`src/rtl/tws_pkg.sv`:
```
package tws_pkg;
  localparam int unsigned THR_SEL_W = 2;
  localparam int unsigned NUM_THR   = 1 << THR_SEL_W;
  localparam int unsigned VEC_W     = THR_SEL_W + 1;  // [THR_SEL_W] = route enable
  typedef logic [VEC_W-1:0] vec_t;
endpackage

```
`src/rtl/tws_status.sv`:
```
module tws_status #(
  parameter int unsigned NUM_SRC = 32
) (
  input  logic               clk_i,
  input  logic               rst_ni,
  input  logic [NUM_SRC-1:0] evt_i,
  input  logic [NUM_SRC-1:0] tog_i,
  output logic [NUM_SRC-1:0] stat_q_o,
  output logic [NUM_SRC-1:0] stat_d_o,
  output logic [NUM_SRC-1:0] rise_o
);
  logic [NUM_SRC-1:0] stat_q;

  // hardware set wins over a simultaneous toggle
  always_comb begin
    stat_d_o = (stat_q ^ tog_i) | evt_i;
    rise_o   = stat_d_o & ~stat_q;
  end

  always_ff @(posedge clk_i or negedge rst_ni) begin
    if (!rst_ni) stat_q <= '0;
    else         stat_q <= stat_d_o;
  end

  assign stat_q_o = stat_q;

  p_hw_set_r3: assert property (@(posedge clk_i) disable iff (!rst_ni)
    (evt_i != '0) |=> ((stat_q & $past(evt_i)) == $past(evt_i)));

  p_idle_hold_r2: assert property (@(posedge clk_i) disable iff (!rst_ni)
    (tog_i == '0 && evt_i == '0) |=> $stable(stat_q));
endmodule

```
`src/rtl/tws_route_slot.sv`:
```
module tws_route_slot
  import tws_pkg::*;
(
  input  logic clk_i,
  input  logic rst_ni,
  input  logic vec_we_i,
  input  vec_t vec_wdata_i,
  input  logic stat_q_i,
  input  logic stat_d_i,
  input  logic rise_i,
  output vec_t vec_o,
  output logic pend_o
);
  vec_t vec_q, vec_d;
  logic pend_q, pend_d;

  always_comb begin
    vec_d  = vec_we_i ? vec_wdata_i : vec_q;
    // pending only via a routed edge; dropped when unrouted or bit cleared
    pend_d = stat_d_i && vec_d[VEC_W-1] && (pend_q || rise_i);
  end

  always_ff @(posedge clk_i or negedge rst_ni) begin
    if (!rst_ni) begin
      vec_q  <= '0;
      pend_q <= 1'b0;
    end else begin
      vec_q  <= vec_d;
      pend_q <= pend_d;
    end
  end

  assign vec_o  = vec_q;
  assign pend_o = pend_q;

  p_edge_only_r5: assert property (@(posedge clk_i) disable iff (!rst_ni)
    $rose(pend_q) |-> ($past(stat_q_i) == 1'b0));

  p_release_r6: assert property (@(posedge clk_i) disable iff (!rst_ni)
    !stat_q_i |-> !pend_q);

  p_unrouted_r7: assert property (@(posedge clk_i) disable iff (!rst_ni)
    !vec_q[VEC_W-1] |-> !pend_q);
endmodule

```
`src/rtl/tws_thread_merge.sv`:
```
module tws_thread_merge
  import tws_pkg::*;
#(
  parameter int unsigned NUM_ROUTE = 2
) (
  input  logic [NUM_ROUTE-1:0] pend_i,
  input  vec_t                 vec_i [NUM_ROUTE],
  output logic [NUM_THR-1:0]   irq_no
);
  for (genvar t = 0; t < NUM_THR; t++) begin : g_thr
    logic hit;
    always_comb begin
      hit = 1'b0;
      for (int k = 0; k < NUM_ROUTE; k++)
        if (pend_i[k] && vec_i[k][THR_SEL_W-1:0] == THR_SEL_W'(t)) hit = 1'b1;
    end
    assign irq_no[t] = ~hit;
  end
endmodule

```
`src/rtl/tws_router.sv`:
```
module tws_router
  import tws_pkg::*;
#(
  parameter int unsigned NUM_SRC    = 32,
  parameter int unsigned ADDR_W     = 8,
  parameter int unsigned ROUTE_BASE = 16,
  parameter int unsigned NUM_ROUTE  = 2,
  parameter int unsigned STAT_ADDR  = 'h00,
  parameter int unsigned VEC_ADDR   = 'h10,
  parameter int unsigned VEC_STRIDE = 8
) (
  input  logic               clk_i,
  input  logic               rst_ni,
  input  logic [NUM_SRC-1:0] evt_i,
  input  logic               bus_we_i,
  input  logic [ADDR_W-1:0]  bus_addr_i,
  input  logic [NUM_SRC-1:0] bus_wdata_i,
  output logic [NUM_SRC-1:0] bus_rdata_o,
  output logic [NUM_THR-1:0] thr_irq_no
);
  localparam logic [NUM_SRC-1:0] ROUTE_MASK =
    NUM_SRC'(((1 << NUM_ROUTE) - 1) << ROUTE_BASE);

  logic [NUM_SRC-1:0]   tog, stat_q, stat_d, rise;
  logic [NUM_ROUTE-1:0] vec_we, pend;
  vec_t                 vec [NUM_ROUTE];

  assign tog = (bus_we_i && bus_addr_i == ADDR_W'(STAT_ADDR)) ? bus_wdata_i : '0;

  tws_status #(.NUM_SRC(NUM_SRC)) u_status (
    .clk_i    (clk_i),
    .rst_ni   (rst_ni),
    .evt_i    (evt_i),
    .tog_i    (tog),
    .stat_q_o (stat_q),
    .stat_d_o (stat_d),
    .rise_o   (rise)
  );

  for (genvar k = 0; k < NUM_ROUTE; k++) begin : g_route
    assign vec_we[k] = bus_we_i && bus_addr_i == ADDR_W'(VEC_ADDR + k * VEC_STRIDE);
    tws_route_slot u_slot (
      .clk_i       (clk_i),
      .rst_ni      (rst_ni),
      .vec_we_i    (vec_we[k]),
      .vec_wdata_i (bus_wdata_i[VEC_W-1:0]),
      .stat_q_i    (stat_q[ROUTE_BASE+k]),
      .stat_d_i    (stat_d[ROUTE_BASE+k]),
      .rise_i      (rise[ROUTE_BASE+k]),
      .vec_o       (vec[k]),
      .pend_o      (pend[k])
    );
  end

  tws_thread_merge #(.NUM_ROUTE(NUM_ROUTE)) u_merge (
    .pend_i (pend),
    .vec_i  (vec),
    .irq_no (thr_irq_no)
  );

  always_comb begin
    bus_rdata_o = '0;
    if (bus_addr_i == ADDR_W'(STAT_ADDR)) bus_rdata_o = stat_q;
    for (int k = 0; k < NUM_ROUTE; k++)
      if (bus_addr_i == ADDR_W'(VEC_ADDR + k * VEC_STRIDE))
        bus_rdata_o = NUM_SRC'(vec[k]);
  end

  p_quiet_r9: assert property (@(posedge clk_i) disable iff (!rst_ni)
    ((stat_q & ROUTE_MASK) == '0) |-> (&thr_irq_no));
endmodule

```
`config.mk`:
```
export PLATFORM = sky130hd
export DESIGN_NAME = tws_router
export DESIGN_NICKNAME = d
export VERILOG_FILES = /design/src/rtl/tws_pkg.sv /design/src/rtl/tws_status.sv /design/src/rtl/tws_route_slot.sv /design/src/rtl/tws_thread_merge.sv /design/src/rtl/tws_router.sv
export SDC_FILE = /design/constraint.sdc
export NUM_CORES = 1
export LEC_CHECK = 0
export ABC_AREA = 1
export BUFFER_PORTS_ARGS = -buffer_cell sky130_fd_sc_hd__clkbuf_2
export CORE_UTILIZATION = 47
export DETAILED_ROUTE_END_ITERATION = 12
export PLACE_DENSITY = 0.8
export SETUP_SLACK_MARGIN = 0.02
export SLEW_MARGIN = 0
export SYNTH_ARGS = -nofsm -noshare
export SYNTH_HDL_FRONTEND = slang
export SYNTH_SLANG_ARGS = --single-unit
export TNS_END_PERCENT = 50
```
`constraint.sdc`:
```
create_clock -name clk_i -period 1.9 [get_ports clk_i]
set_clock_uncertainty 0.15 [all_clocks]
set_input_delay 0.475 -clock clk_i [delete_from_list [all_inputs] [get_ports clk_i]]
set_output_delay 0.475 -clock clk_i [all_outputs]
set_load 0.1 [all_outputs]
```
==> run metrics <==
Slew Limit Fails 0; Vias/cell 4.98; first-pass GRT wire length 10.6 mm; RSZ-0062 raised after global routing true; CTS tree built; Pwr Density 432 mW/mm2; vias 2,559; Rel. slew slack 66.4%; Die Width 74.3 um; Seq/Total Area, Yosys 40.7%; CP arrival 1550 ps; Critical Path Sink Type primary output; Max Cap Viol 0; io pins 111; Core Util, Final 85.8%; maximum clock insertion buffer count 2; GR Overflow Total 0; placed cell area 0.00398 mm2; Leak 2.16 nW; pin count of the biggest net entering global routing 41; Clock Sinks 40; Slew @ Worst Pin 503 ps; fillcell total 266; crit path max fanout 8; CTS Buf Count 5; most common cell after layout, fill and taps aside nand2_1; Worst-Skew Late Latency 290 ps; die area 0.00552 mm2; drt pass-1 iters 4; failing checks setup timing; post-layout minimum cycle time 2180 ps; GPL Wtd Cong 0.823; Area Growth Syn to Fin 70.4%; post-route insts no fill 514; port bufs 110; worst vdd ir 0.000297 V; DP HPWL 5.23 mm; Syn Inst Count 324; Routed Antenna Nets 0; H-tree depth 2; synthesized area 0.00246 mm2; GRT Overall Usage 25.4%; initial antenna violation count 0; DRT iter0 DRCs 127; post-synthesis register bit count 40; status complete, but fails checks; post-synthesis cell type count 25; syn avg cell area 7.59 um2; Worst-path clk slew 70 ps; Fmax achieved 459 MHz; Root Driver clkbuf_8; DR DRC count 0; worst hold margin 78.7 ps; fin area 0.00419 mm2; # diodes 0; HP Class in2async; Row Count 25; die span in y 74.3 um; Final nets 522; fraction of layout instances using a drive strength above 1 46.8%; vias in the first global route 2,495; core area 0.00488 mm2; most frequent cells in the layout nand2_1 (77), clkbuf_2 (72), inv_1 (55); CP Class in2out; drt total wl 7.02 mm; Initial Util 50.4%; type of origin of the critical path input pin; final setup TNS -8540 ps; Hold Fails Final Rpt 0; endpoints failing setup 36; syn nets 399; Ys Warns 0; CP required 1270 ps; fin crit share 115%; Final WS setup -279 ps; Placed Cells 504; average wire per standard cell 13.6 um
[timing repair]
item	4_1_cts	5_1_grt
pin swaps	1	3
setup buffers	0	2
cloned	0	1
resized for setup	10	17
setup endpoints to repair	36	36
hold buffers	0	0
[area by class of cell]
cell class	count	area, um2	area share (%)
clock buffer	7	96.3	2.30
inverter	63	240	5.73
multi-input combinational	211	1460	34.8
sequential	40	1000	23.9
tap	67	83.8	2.00
timing repair buffer	126	1310	31.3
[report_power, final]
group | leakage, nW | switching [W] | internal [W]
Combinational | 1.73 | 0.000189 | 0.000134
Clock | 0.0503 | 0.000282 | 0.000323
Sequential | 0.376 | 0.0000145 | 0.000866
[worst paths after layout]
path | slack [ps] | start | endpoint | cells after the start
max in group asynchronous | 1170 | rst_ni | u_status.stat_q_o[11]$_DFF_PN0_ | 2
worst min-delay path | 80 | rst_ni | u_status.stat_q_o[4]$_DFF_PN0_ | 2
worst min register to register | 350 | u_status.stat_q_o[20]$_DFF_PN0_ | u_status.stat_q_o[20]$_DFF_PN0_ | 2
worst max-delay path | -280 | bus_addr_i[1] | bus_rdata_o[9] | 8
min in group clk_i | 220 | evt_i[23] | u_status.stat_q_o[23]$_DFF_PN0_ | 2
worst max register to register | 830 | u_status.stat_q_o[17]$_DFF_PN0_ | u_status.stat_q_o[17]$_DFF_PN0_ | 5
[through the flow]
step / setup WS [ps] / power, W
after floorplan: -411 / 0.00103
after CTS: -257 / 0.00181
after global placement: -214 / 0.00119
final: -279 / 0.00181
after detailed placement: -261 / 0.00120
after global routing: -316 / 0.00188
[routing by layer]
layer / up-vias / GRT usage (%) / share of wire (%)
li1: 1248 / - / -
met1: 1189 / 28.5 / 39
met2: 107 / 45.6 / 52
met3: 15 / 7.99 / 6.4
met4: 0 / 8.60 / 2.2
met5: - / 0 / 0
[kinds of logic (layout without fill, tap and decap cells)]
family / Yosys count / after routing / synth area share [%]
and+or+nand+nor: 196 / 196 / 42.0
buffers and inverters: 73 / 196 / 13.4
DFF: 40 / 40 / 40.7
AOI/OAI and AO/OA: 15 / 15 / 3.87
[worst max-delay path: stages]
cell and delay (ps):
buf_6 100, nor2_4 140, nand2_4 90, nor2_4 160, inv_4 90, clkbuf_16 200, nor2_4 120, buf_12 180
[cell usage after synthesis (all sizes together)]
cell	number	area (um2)
nand2	83	317
inv	62	233
nor2	43	174
dfrtp	40	1000
nand3	36	275
nand3b	31	249
o21ai	8	40.0
buf	6	76.3
clkbuf	4	15.0
nand4	2	12.5
o221ai	2	17.5
o22ai	2	12.5
o32ai	2	17.5
and2	1	6.26
clkinv	1	5.00
o21bai	1	7.51
[state kept, by name, indices dropped and copies added (netlist names)]
name,cells
u_status.stat_q_o,32
g_route.u_slot.vec_o,6
g_route.u_slot.pend_o,2
Note: power is estimated with default switching activity, not from simulation.
